<file path="src/rtl/wstep_pkg.sv">
`timescale 1ns/1ps
package wstep_pkg;
   typedef enum logic [1:0] {
      STEP_NONE = 2'b00,
      STEP_INC  = 2'b01,
      STEP_DEC  = 2'b10
   } step_kind_e;

   function automatic int unsigned idx_width(input int unsigned n);
      return (n > 1) ? $clog2(n) : 1;
   endfunction
endpackage

</file>
<file path="src/rtl/wstep_edge.sv">
`timescale 1ns/1ps
module wstep_edge (
   input  logic clk,
   input  logic rst_n,
   input  logic scl_s,
   input  logic sda_s,
   output logic scl_rise_o,
   output logic scl_fall_o,
   output logic start_o,
   output logic stop_o
);
   logic scl_q;
   logic sda_q;

   // An idle bus sits high, so the history registers reset high.
   always_ff @(posedge clk or negedge rst_n) begin
      if (!rst_n) begin
         scl_q <= 1'b1;
         sda_q <= 1'b1;
      end else begin
         scl_q <= scl_s;
         sda_q <= sda_s;
      end
   end

   always_comb begin
      scl_rise_o = scl_s & ~scl_q;
      scl_fall_o = ~scl_s & scl_q;
      start_o    = scl_s & scl_q & sda_q & ~sda_s;
      stop_o     = scl_s & scl_q & ~sda_q & sda_s;
   end

   assert_edges_exclusive_R10: assert property (@(posedge clk) disable iff (!rst_n)
      $countones({scl_rise_o, scl_fall_o, start_o, stop_o}) <= 1);
endmodule

</file>
<file path="src/rtl/wstep_ctrl.sv">
`timescale 1ns/1ps
module wstep_ctrl #(
   parameter int unsigned POT_W = 1
) (
   input  logic             clk,
   input  logic             rst_n,
   input  logic             scl_rise_i,
   input  logic             scl_fall_i,
   input  logic             start_i,
   input  logic             stop_i,
   input  logic             sda_s,
   input  logic             arm_i,
   input  logic [POT_W-1:0] pot_sel_i,
   output logic             active_o,
   output logic             restart_o,
   output logic             commit_o,
   output logic             dir_up_o,
   output logic [POT_W-1:0] pot_o
);
   logic             active_q;
   logic             pulse_q;
   logic             dir_q;
   logic             restart_q;
   logic [POT_W-1:0] pot_q;

   always_ff @(posedge clk or negedge rst_n) begin
      if (!rst_n) begin
         active_q  <= 1'b0;
         pulse_q   <= 1'b0;
         dir_q     <= 1'b0;
         restart_q <= 1'b0;
         pot_q     <= '0;
      end else begin
         restart_q <= 1'b0;
         if (active_q) begin
            if (start_i || stop_i) begin
               active_q  <= 1'b0;
               pulse_q   <= 1'b0;
               restart_q <= start_i;
            end else if (scl_rise_i) begin
               // Only a high phase that begins inside the session may step.
               pulse_q <= 1'b1;
               dir_q   <= sda_s;
            end else if (scl_fall_i) begin
               pulse_q <= 1'b0;
            end
         end else if (arm_i) begin
            active_q <= 1'b1;
            pulse_q  <= 1'b0;
            pot_q    <= pot_sel_i;
         end
      end
   end

   always_comb begin
      commit_o  = active_q & pulse_q & scl_fall_i;
      dir_up_o  = dir_q;
      pot_o     = pot_q;
      active_o  = active_q;
      restart_o = restart_q;
   end

   assert_start_exit_R9: assert property (@(posedge clk) disable iff (!rst_n)
      (active_q && start_i) |=> (!active_q && restart_q));
   assert_stop_exit_R8: assert property (@(posedge clk) disable iff (!rst_n)
      (active_q && stop_i) |=> (!active_q && !restart_q));
   assert_pot_held_R5: assert property (@(posedge clk) disable iff (!rst_n)
      (active_q && $past(active_q)) |-> $stable(pot_q));
endmodule

</file>
<file path="src/rtl/wstep_gate.sv">
`timescale 1ns/1ps
module wstep_gate
   import wstep_pkg::*;
#(
   parameter int unsigned NUM_POTS = 2,
   parameter int unsigned CODE_W   = 6,
   parameter int unsigned POT_W    = 1,
   parameter bit          SATURATE = 1'b1
) (
   input  logic                       clk,
   input  logic                       rst_n,
   input  logic                       commit_i,
   input  logic                       dir_up_i,
   input  logic [POT_W-1:0]           pot_i,
   input  logic [NUM_POTS*CODE_W-1:0] codes_i,
   output logic                       step_up_o,
   output logic                       step_dn_o,
   output logic [POT_W-1:0]           step_pot_o
);
   localparam logic [CODE_W-1:0] CODE_TOP = {CODE_W{1'b1}};

   logic [NUM_POTS-1:0] at_top;
   logic [NUM_POTS-1:0] at_bot;
   step_kind_e          kind;

   generate
      if (SATURATE) begin : g_sat
         for (genvar i = 0; i < NUM_POTS; i++) begin : g_lim
            assign at_top[i] = (codes_i[i*CODE_W +: CODE_W] == CODE_TOP);
            assign at_bot[i] = (codes_i[i*CODE_W +: CODE_W] == '0);
         end
      end else begin : g_wrap
         assign at_top = '0;
         assign at_bot = '0;
      end
   endgenerate

   always_comb begin
      kind = STEP_NONE;
      if (commit_i) begin
         if (dir_up_i && !at_top[pot_i])      kind = STEP_INC;
         else if (!dir_up_i && !at_bot[pot_i]) kind = STEP_DEC;
      end
   end

   always_ff @(posedge clk or negedge rst_n) begin
      if (!rst_n) begin
         step_up_o  <= 1'b0;
         step_dn_o  <= 1'b0;
         step_pot_o <= '0;
      end else begin
         step_up_o <= (kind == STEP_INC);
         step_dn_o <= (kind == STEP_DEC);
         if (kind != STEP_NONE) step_pot_o <= pot_i;
      end
   end

   assert_one_dir_R10: assert property (@(posedge clk) disable iff (!rst_n)
      !(step_up_o && step_dn_o));

   generate
      if (SATURATE) begin : g_sat_chk
         assert_no_wrap_top_R6: assert property (@(posedge clk) disable iff (!rst_n)
            step_up_o |-> ($past(codes_i[pot_i*CODE_W +: CODE_W]) != CODE_TOP));
         assert_no_wrap_bot_R7: assert property (@(posedge clk) disable iff (!rst_n)
            step_dn_o |-> ($past(codes_i[pot_i*CODE_W +: CODE_W]) != '0));
      end
   endgenerate
endmodule

</file>
<file path="src/rtl/wiper_stepper.sv">
`timescale 1ns/1ps
module wiper_stepper #(
   parameter int unsigned NUM_POTS = 2,
   parameter int unsigned CODE_W   = 6,
   parameter bit          SATURATE = 1'b1,
   localparam int unsigned POT_W   = wstep_pkg::idx_width(NUM_POTS)
) (
   input  logic                       clk,
   input  logic                       rst_n,
   input  logic                       scl_s,
   input  logic                       sda_s,
   input  logic                       arm_i,
   input  logic [POT_W-1:0]           pot_sel_i,
   input  logic [NUM_POTS*CODE_W-1:0] wiper_codes_i,
   output logic                       step_up_o,
   output logic                       step_dn_o,
   output logic [POT_W-1:0]           step_pot_o,
   output logic                       active_o,
   output logic                       restart_o
);
   generate
      if (NUM_POTS < 1) begin : g_bad_pots
         $error("wiper_stepper: NUM_POTS must be at least 1");
      end
      if (CODE_W < 1 || CODE_W > 16) begin : g_bad_code
         $error("wiper_stepper: CODE_W must lie in 1..16");
      end
   endgenerate

   logic scl_rise;
   logic scl_fall;
   logic start_det;
   logic stop_det;
   logic commit;
   logic dir_up;
   logic [POT_W-1:0] pot_cur;

   wstep_edge u_edge (
      .clk        (clk),
      .rst_n      (rst_n),
      .scl_s      (scl_s),
      .sda_s      (sda_s),
      .scl_rise_o (scl_rise),
      .scl_fall_o (scl_fall),
      .start_o    (start_det),
      .stop_o     (stop_det)
   );

   wstep_ctrl #(.POT_W(POT_W)) u_ctrl (
      .clk        (clk),
      .rst_n      (rst_n),
      .scl_rise_i (scl_rise),
      .scl_fall_i (scl_fall),
      .start_i    (start_det),
      .stop_i     (stop_det),
      .sda_s      (sda_s),
      .arm_i      (arm_i),
      .pot_sel_i  (pot_sel_i),
      .active_o   (active_o),
      .restart_o  (restart_o),
      .commit_o   (commit),
      .dir_up_o   (dir_up),
      .pot_o      (pot_cur)
   );

   wstep_gate #(
      .NUM_POTS (NUM_POTS),
      .CODE_W   (CODE_W),
      .POT_W    (POT_W),
      .SATURATE (SATURATE)
   ) u_gate (
      .clk        (clk),
      .rst_n      (rst_n),
      .commit_i   (commit),
      .dir_up_i   (dir_up),
      .pot_i      (pot_cur),
      .codes_i    (wiper_codes_i),
      .step_up_o  (step_up_o),
      .step_dn_o  (step_dn_o),
      .step_pot_o (step_pot_o)
   );

   assert_step_in_session_R1: assert property (@(posedge clk) disable iff (!rst_n)
      (step_up_o || step_dn_o) |-> ($past(active_o) && $past(scl_fall)));
endmodule

</file>
<file path="config.mk">
export PLATFORM = sky130hd
export DESIGN_NAME = wiper_stepper
export DESIGN_NICKNAME = d
export VERILOG_FILES = /design/src/rtl/wstep_pkg.sv /design/src/rtl/wstep_edge.sv /design/src/rtl/wstep_ctrl.sv /design/src/rtl/wstep_gate.sv /design/src/rtl/wiper_stepper.sv
export SDC_FILE = /design/constraint.sdc
export NUM_CORES = 1
export LEC_CHECK = 0
export BUFFER_PORTS_ARGS = -buffer_cell sky130_fd_sc_hd__buf_2
export CAP_MARGIN = 0
export CORE_AREA = 2 2 39 41
export DETAILED_ROUTE_END_ITERATION = 10
export DIE_AREA = 0 0 41 43
export PLACE_DENSITY_LB_ADDON = 0.3
export SLEW_MARGIN = 30
export SYNTH_ARGS = -nofsm -noshare
export SYNTH_HDL_FRONTEND = slang
export SYNTH_SLANG_ARGS = --single-unit
</file>
<file path="constraint.sdc">
create_clock -name clk -period 3.03 [get_ports clk]
set_input_delay 0.4545 -clock clk [delete_from_list [all_inputs] [get_ports clk]]
set_output_delay 0.4545 -clock clk [all_outputs]
set_load 0.02 [all_outputs]
</file>
==> results of run 1 <==
==> sequential cells by signal, summed over array words and instances, names as in the netlist <==
name               cells
u_ctrl.active_o        1
u_ctrl.dir_up_o        1
u_ctrl.pot_o           1
u_ctrl.pulse_q         1
u_ctrl.restart_o       1
u_edge.scl_q           1
u_edge.sda_q           1
u_gate.step_dn_o       1
u_gate.step_pot_o      1
u_gate.step_up_o       1
==> placed cells by master (no fill, tap or decap) <==
cell / instances
inv_1: 2
buf_2: 22
a32o_1: 1
dfstp_2: 2
and4b_1: 1
nor4_1: 1
ha_1: 3
a31oi_1: 1
dfrtp_1: 8
nand3_1: 3
xor2_1: 1
mux2_2: 3
clkbuf_4: 3
nand4_1: 3
nor2b_1: 1
nand3b_1: 1
or4_4: 1
nor3_1: 2
clkbuf_8: 1
nor2_1: 4
o32ai_1: 1
nor4b_4: 1
mux2_4: 1
a211o_1: 1
nand2_1: 1
==> area by class of cell <==
type	instances	share of cell area
inverter	2	0.01099
sequential	10	0.3700
multi-input combinational	31	0.3755
timing repair buffer	22	0.1612
clock buffer	4	0.05311
tap	16	0.02930
==> power by group <==
group / internal, mW / leakage, nW / switching [mW]
Combinational: 0.0437 / 0.191 / 0.0357
Clock: 0.0729 / 0.0210 / 0.0443
Sequential: 0.155 / 0.122 / 0.0185
Total: 0.271 / 0.334 / 0.0985
==> worst max-delay path by stage <==
stage | start | to | slack [ns] | depth (start not counted)
after floorplan | wiper_codes_i[8] | u_gate.step_pot_o$_DFFE_PN0P_ | 1.27 | 4
after global placement | wiper_codes_i[8] | u_gate.step_pot_o$_DFFE_PN0P_ | 1.13 | 5
after detailed placement | wiper_codes_i[8] | u_gate.step_pot_o$_DFFE_PN0P_ | 1.11 | 5
after CTS | u_edge.scl_q$_DFF_PN1_ | u_gate.step_pot_o$_DFFE_PN0P_ | 1.38 | 5
after global routing | u_edge.scl_q$_DFF_PN1_ | u_gate.step_pot_o$_DFFE_PN0P_ | 1.28 | 5
final | u_edge.scl_q$_DFF_PN1_ | u_gate.step_pot_o$_DFFE_PN0P_ | 1.38 | 5
==> stage by stage <==
step	util	hold slack [ns]	power, mW	cells
finish	0.4937	0.03352	0.3696	85
global route	0.4937	0.04196	0.3933	85
CTS	0.4937	0.03880	0.3766	85
detailed placement	0.4675	0.3274	0.2559	81
global placement	0.4675	0.3250	0.2535	81
floorplan	-	0.1589	0.2211	43
==> worst max-delay path: stages, from the launching register on <==
cell and delay [ns]:
dfstp_2 0.55, ha_1 0.16, nand3_1 0.07, a211o_1 0.26, o32ai_1 0.17, mux2_4 0.33
==> kinds of logic after synthesis <==
family,count (synthesis),synth area share
AND/OR/NAND/NOR,19,0.2470
XOR/XNOR,1,0.01695
flip-flops,10,0.4891
multiplexers,4,0.09442
AO/OA/AOI/OAI,4,0.06539
buffers and inverters,2,0.01453
adder cells (fa/ha/maj),3,0.07265
==> routing by layer <==
layer  vias up  GRT usage
met4         0    0.04000
met5         -          0
li1        217          -
met1       199     0.1812
met3         0    0.07853
met2        13     0.2094
==> out/qor.json, run 1 <==
{
  "antennaDiodeCount": 0,
  "first_global_vias": 418,
  "drt-pass1-iter-count": 4,
  "synth.avg_cell_area_um2": 12.02,
  "outcome": "finished clean",
  "cts_tree": "yes",
  "final_design_area_no_fill_um2": 683.2,
  "vertical_die_dimension_um": 43,
  "route.detailed.vias_per_inst": 5.047,
  "cts-hold-fix-buffers": 0,
  "worst_ep_required_time_ns": 3.18,
  "drive_above_1_share": 0.4928,
  "regToRegEndpoint": "u_gate.step_pot_o$_DFFE_PN0P_",
  "asyncSetResetFlopFracSynth": 1.000,
  "crit_fanout": 3,
  "regToRegStartpoint": "u_edge.scl_q$_DFF_PN1_",
  "globalRouteOverflowTotal": 0,
  "post_synth_edffs": 0,
  "met3_length_um": 75,
  "ys_seq_elements": 10,
  "ys_top_cells_by_count": "dfrtp_1 (8), nor2_1 (4)",
  "finalHoldViolCount": 0,
  "num-fill-cells": 134,
  "synth_sequential_area_ratio": 0.4891,
  "postCtsResizedCells": 0,
  "rsz_0062_raised_after_global_routing": "no",
  "power.density_nw_per_um2": 541.0,
  "post_drt_wl_per_cell_um": 11.08,
  "grtUsageTotal": 0.1445,
  "max_slew.worst_pin.slew_ns": 0.3348,
  "antenna_nets_post_route": 0,
  "cts_num_sinks": 10,
  "final.setup_skew_ns": 0.004510,
  "clkLatencyLatePin_ns": 0.26,
  "synthesized_net_count": 64,
  "initial_core_util": 0.3734,
  "antenna_found_initial": 0,
  "grt_start_max_net_pins": 11,
  "routed_wirelength_um": 942,
  "dominantRegCellSynth": "dfrtp_1",
  "mappedNetlistArea_um2": 516.7,
  "final_critical_path_setup_slack_ns": 1.375,
  "final-setup-viol-count": 0,
  "detail_route.drc_violations": 0,
  "via_count": 429,
  "synth_cells": 43,
  "ys_top_cells_by_area": "dfrtp_1 (39%), dfstp_2 (10%), ha_1 (7.3%)",
  "timing.setup.tns_ns": 0,
  "die_span_x_um": 41,
  "dr.max_layer_used": "met3",
  "post-route-min-period_ns": 1.655,
  "ff_latch_area_um2": 252.7,
  "timing.critical_path.to_type": "register",
  "clk_pin_slew_ns": 0.06,
  "cts_max_path_buffers": 2,
  "area_growth_syn_to_layout_pct": 32.20,
  "post_synthesis_cell_type_with_the_largest_combined_area": "dfrtp_1",
  "max_cap_viol_count": 0,
  "final-max-slew-violation-count": 0,
  "cts.root.buffer_cell": "clkbuf_4",
  "startpoint_type": "register",
  "total_leakage_power_nw": 0.3341,
  "floorplan.io_pins": 23,
  "yosysWarnings": 0,
  "final_net_count": 91,
  "drtIter0Drc": 9,
  "holdCritPathClass": "primary input to asynchronous set/reset pin",
  "post-synth-top-area-fraction": 0.3874,
  "maxClockFrequency_ghz": 0.6044,
  "timing.reg2reg.setup_slack_ns": 1.38,
  "tritoncts.num_buffers": 3,
  "fin_crit_sh": 0.5461,
  "ff2ff_path_depth": 5,
  "yosys.cell_types.count": 22,
  "preCtsSetupSlack_ns": 1.112,
  "detail_route.wirelength.met1_um": 395,
  "wl_met2_um": 470,
  "row_count": 14,
  "post-cts-setup-buffer-count": 0,
  "timing.setup.critical_path_class": "register to register",
  "fp.dieArea_um2": 1763,
  "postPlaceCellArea_um2": 646.9,
  "synthMostInstantiatedCell": "dfrtp_1",
  "place_congestion": 0.6644,
  "vdd.ir_drop.worst_v": 0.0003504,
  "multi_input_comb_area_um2": 256.5,
  "grt_pass1_wl_um": 1697,
  "cp_data_arrival_time_ns": 1.81,
  "place_hpwl_um": 781.4,
  "worst_slew_margin_rel": 0.7761,
  "htree_levels": 1,
  "port-buffer-count": 22,
  "core_um2": 1384
}
(Power assumes the default switching activity.)
==> run 2: changes to the inputs <==
clock period = 1.65 ns   (was 3.03 ns; I/O delays follow)
==> run 2 against run 1 <==
  * Cell area grew 6.6%
  * Critical path type unchanged
  * Critical endpoint unchanged
  * Clock-buffer cell count stayed put
  * Largest power group unchanged
  * Combinational power up 100%
  * Setup slack got worse by 1.3 ns
==> out/qor.json, run 2 (synthesis gave the netlist of run 1 again) <==
{
  "cp_data_arrival_time": {"value": 1.75, "unit": "ns", "change": "-0.06 ns"},
  "drive_above_1_share": {"value": 0.5278, "change": "+0.03502"},
  "timing.setup.tns": {"value": 0, "unit": "ns", "change": "unchanged"},
  "max_slew.worst_pin.slew": {"value": 0.2411, "unit": "ns", "change": "-0.09366 ns"},
  "cts_max_path_buffers": {"value": 2, "change": "unchanged"},
  "power.density": {"value": 963.3, "unit": "nW/um^2", "change": "+78%"},
  "clk_pin_slew": {"value": 0.07, "unit": "ns", "change": "about the same"},
  "drtIter0Drc": {"value": 12, "change": "+3"},
  "max_cap_viol_count": {"value": 0, "change": "unchanged"},
  "first_global_vias": {"value": 486, "change": "+16%"},
  "port-buffer-count": {"value": 22, "change": "unchanged"},
  "grtUsageTotal": {"value": 0.1736, "change": "+0.02915"},
  "layout.cells.most_common": "buf_2",
  "power.share.combinational": {"value": 0.230, "change": "+0.015"},
  "multi_input_comb_area": {"value": 276.5, "unit": "um^2", "change": "+7.8%"},
  "preCtsSetupSlack": {"value": -0.06427, "unit": "ns", "change": "-1.177 ns"},
  "outcome": "finished clean",
  "finalHoldViolCount": {"value": 0, "change": "unchanged"},
  "p_seq_frac": {"value": 0.451, "change": "-0.017"},
  "final-setup-viol-count": {"value": 0, "change": "unchanged"},
  "die_span_x": {"value": 41, "unit": "um", "change": "unchanged"},
  "regToRegEndpoint": "u_gate.step_pot_o$_DFFE_PN0P_",
  "antenna_nets_post_route": {"value": 0, "change": "unchanged"},
  "cts_num_sinks": {"value": 10, "change": "unchanged"},
  "timing.critical_path.to_type": "register",
  "ff2ff_path_depth": {"value": 5, "change": "unchanged"},
  "fin_crit_sh": {"value": 0.9670, "change": "+0.4209"},
  "row_count": {"value": 14, "change": "unchanged"},
  "crit_fanout": {"value": 2, "change": "-1"},
  "startpoint_type": "register",
  "p_total": {"value": 0.7015, "unit": "mW", "change": "+90%"},
  "floorplan.io_pins": {"value": 23, "change": "unchanged"},
  "antennaDiodeCount": {"value": 0, "change": "unchanged"},
  "timing.setup.critical_path_class": "register to register",
  "ff_latch_area": {"value": 252.7, "unit": "um^2", "change": "unchanged"},
  "worst_ep_required_time": {"value": 1.81, "unit": "ns", "change": "-1.37 ns"},
  "worstHoldStart": "scl_s",
  "vdd.ir_drop.worst": {"value": 0.0004285, "unit": "V", "change": "+22%"},
  "final-max-slew-violation-count": {"value": 0, "change": "unchanged"},
  "cts.root.buffer_cell": "clkbuf_4",
  "final_design_area_no_fill": {"value": 728.2, "unit": "um^2", "change": "+6.6%"},
  "num-fill-cells": {"value": 133, "change": "-0.75%"},
  "post-route-min-period": {"value": 1.595, "unit": "ns", "change": "-0.05911 ns"},
  "regToRegStartpoint": "u_edge.scl_q$_DFF_PN1_",
  "final_cells": {"value": 88, "change": "+3.5%"},
  "rsz_0062_raised_after_global_routing": "no",
  "cp_slowest_cell": "dfstp_2",
  "total_leakage_power": {"value": 0.3528, "unit": "nW", "change": "+5.6%"},
  "initial_core_util": {"value": 0.3734, "change": "unchanged"},
  "cts_tree": "yes",
  "final_net_count": {"value": 94, "change": "+3.3%"},
  "place_congestion": {"value": 0.6747, "change": "+1.6%"},
  "power_report.internal_total": {"value": 0.5059, "unit": "mW", "change": "+87%"},
  "post_drt_wl_per_cell": {"value": 13.39, "unit": "um", "change": "+21%"},
  "core": {"value": 1384, "unit": "um^2", "change": "unchanged"},
  "drt-pass1-iter-count": {"value": 5, "change": "+1"},
  "hold-path-endpoint": "u_edge.scl_q$_DFF_PN1_",
  "final_critical_path_setup_slack": {"value": 0.05452, "unit": "ns", "change": "-1.321 ns"},
  "detail_route.drc_violations": {"value": 0, "change": "unchanged"},
  "switchingPower": {"value": 0.1956, "unit": "mW", "change": "+99%"},
  "vertical_die_dimension": {"value": 43, "unit": "um", "change": "unchanged"},
  "antenna_found_initial": {"value": 0, "change": "unchanged"},
  "route.detailed.vias_per_inst": {"value": 5.466, "change": "+8.3%"},
  "switching_share": {"value": 0.2788, "change": "+0.01235"},
  "clkLatencyLatePin": {"value": 0.27, "unit": "ns", "change": "about the same"},
  "layout.cells.most_common_list": "buf_2 (22), dfrtp_1 (8), nor2_1 (4)",
  "worst_hold_path.num_cells": 1,
  "numPlacedInstances": {"value": 82, "change": "+1.2%"},
  "tritoncts.num_buffers": {"value": 3, "change": "unchanged"},
  "final.setup_skew": {"value": 0.004977, "unit": "ns", "change": "+0.0004670 ns"},
  "area_growth_syn_to_layout_pct": 40.92,
  "timing.reg2reg.setup_slack": {"value": 0.05, "unit": "ns", "change": "-1.32 ns"},
  "worst_slew_margin_rel": {"value": 0.8378, "change": "+0.06165"},
  "grt_start_max_net_pins": {"value": 11, "change": "unchanged"},
  "place_hpwl": {"value": 909.2, "unit": "um", "change": "+16%"},
  "path_cells": "ha_4 -> nand3_1 -> a211o_1 -> o32ai_2 -> mux2_4",
  "grt_pass1_wl": {"value": 2063, "unit": "um", "change": "+22%"},
  "postPlaceCellArea": {"value": 654.4, "unit": "um^2", "change": "+1.2%"},
  "fp.dieArea": {"value": 1763, "unit": "um^2", "change": "unchanged"},
  "via_count": {"value": 481, "change": "+12%"},
  "routed_wirelength": {"value": 1178, "unit": "um", "change": "+25%"},
  "htree_levels": {"value": 1, "change": "unchanged"},
  "globalRouteOverflowTotal": {"value": 0, "change": "unchanged"},
  "holdCritPathClass": "primary input to register",
  "maxClockFrequency": {"value": 0.6268, "unit": "GHz", "change": "+3.7%"},
  "pwr-share-clk": {"value": 0.318, "change": "about the same"},
  "timing.critical_path.slowest_cell_delay": {"value": 0.56, "unit": "ns", "change": "about the same"}
}
## run 2: power by group through the flow
stage | Combinational [mW] | Sequential, mW | Clock [mW]
5_1_grt | 0.180 | 0.324 | 0.245
2_1_floorplan | 0.0699 | 0.336 | 0
3_5_place_dp | 0.156 | 0.320 | 0
4_1_cts | 0.158 | 0.316 | 0.227
3_3_place_gp | 0.151 | 0.319 | 0
6_report | 0.162 | 0.316 | 0.223
## run 2: layer usage
metal | wire, um | global-route usage | part of all wire | up-vias
met5 | 0 | 0 | 0 | -
met4 | 27 | 0.06667 | 0.023 | 0
met3 | 74 | 0.03141 | 0.063 | 6
met2 | 585 | 0.2719 | 0.50 | 20
met1 | 491 | 0.2267 | 0.42 | 232
li1 | - | - | - | 223
## run 2: worst max-delay path, delay by kind of cell (launching register included)
kind                       cells  cell delay, ns
muxes                          1            0.32
and+or+nand+nor                1            0.08
adders and majority gates      1            0.13
AOI/OAI and AO/OA              2            0.40
DFF                            1            0.56
## run 2: through the flow
| stage | hold WS (ns) | utilization |
|---|---|---|
| after global placement | 0.1181 | 0.4729 |
| after floorplan | -0.04809 | - |
| after detailed placement | 0.1251 | 0.4729 |
| final | 0.1099 | 0.5262 |
| after CTS | 0.1084 | 0.5063 |
| after global routing | 0.09976 | 0.5262 |
## run 2: worst max path at each step
stage	startpoint	end	slack [ns]	cells past startpoint
6_report	u_edge.scl_q$_DFF_PN1_	u_gate.step_pot_o$_DFFE_PN0P_	0.05	5
5_1_grt	u_edge.scl_q$_DFF_PN1_	u_gate.step_pot_o$_DFFE_PN0P_	0.03	5
4_1_cts	u_edge.scl_q$_DFF_PN1_	u_gate.step_pot_o$_DFFE_PN0P_	0.01	5
3_5_place_dp	wiper_codes_i[8]	u_gate.step_pot_o$_DFFE_PN0P_	-0.06	5
3_3_place_gp	wiper_codes_i[8]	u_gate.step_pot_o$_DFFE_PN0P_	-0.04	5
2_1_floorplan	wiper_codes_i[8]	u_gate.step_pot_o$_DFFE_PN0P_	0.09	4
## run 2: final cells by class
type | instances | share of cell area
tap | 16 | 0.02749
multi-input combinational | 31 | 0.3797
timing repair buffer | 25 | 0.1856
sequential | 10 | 0.3471
clock buffer | 4 | 0.04983
inverter | 2 | 0.01031
## run 2: timing repair
action	4_1_cts	5_1_grt
endpoints found under the setup margin	0	1
buffers inserted	0	1
resized for setup	0	3
endpoints found under the hold margin	8	0
hold buffers	1	0
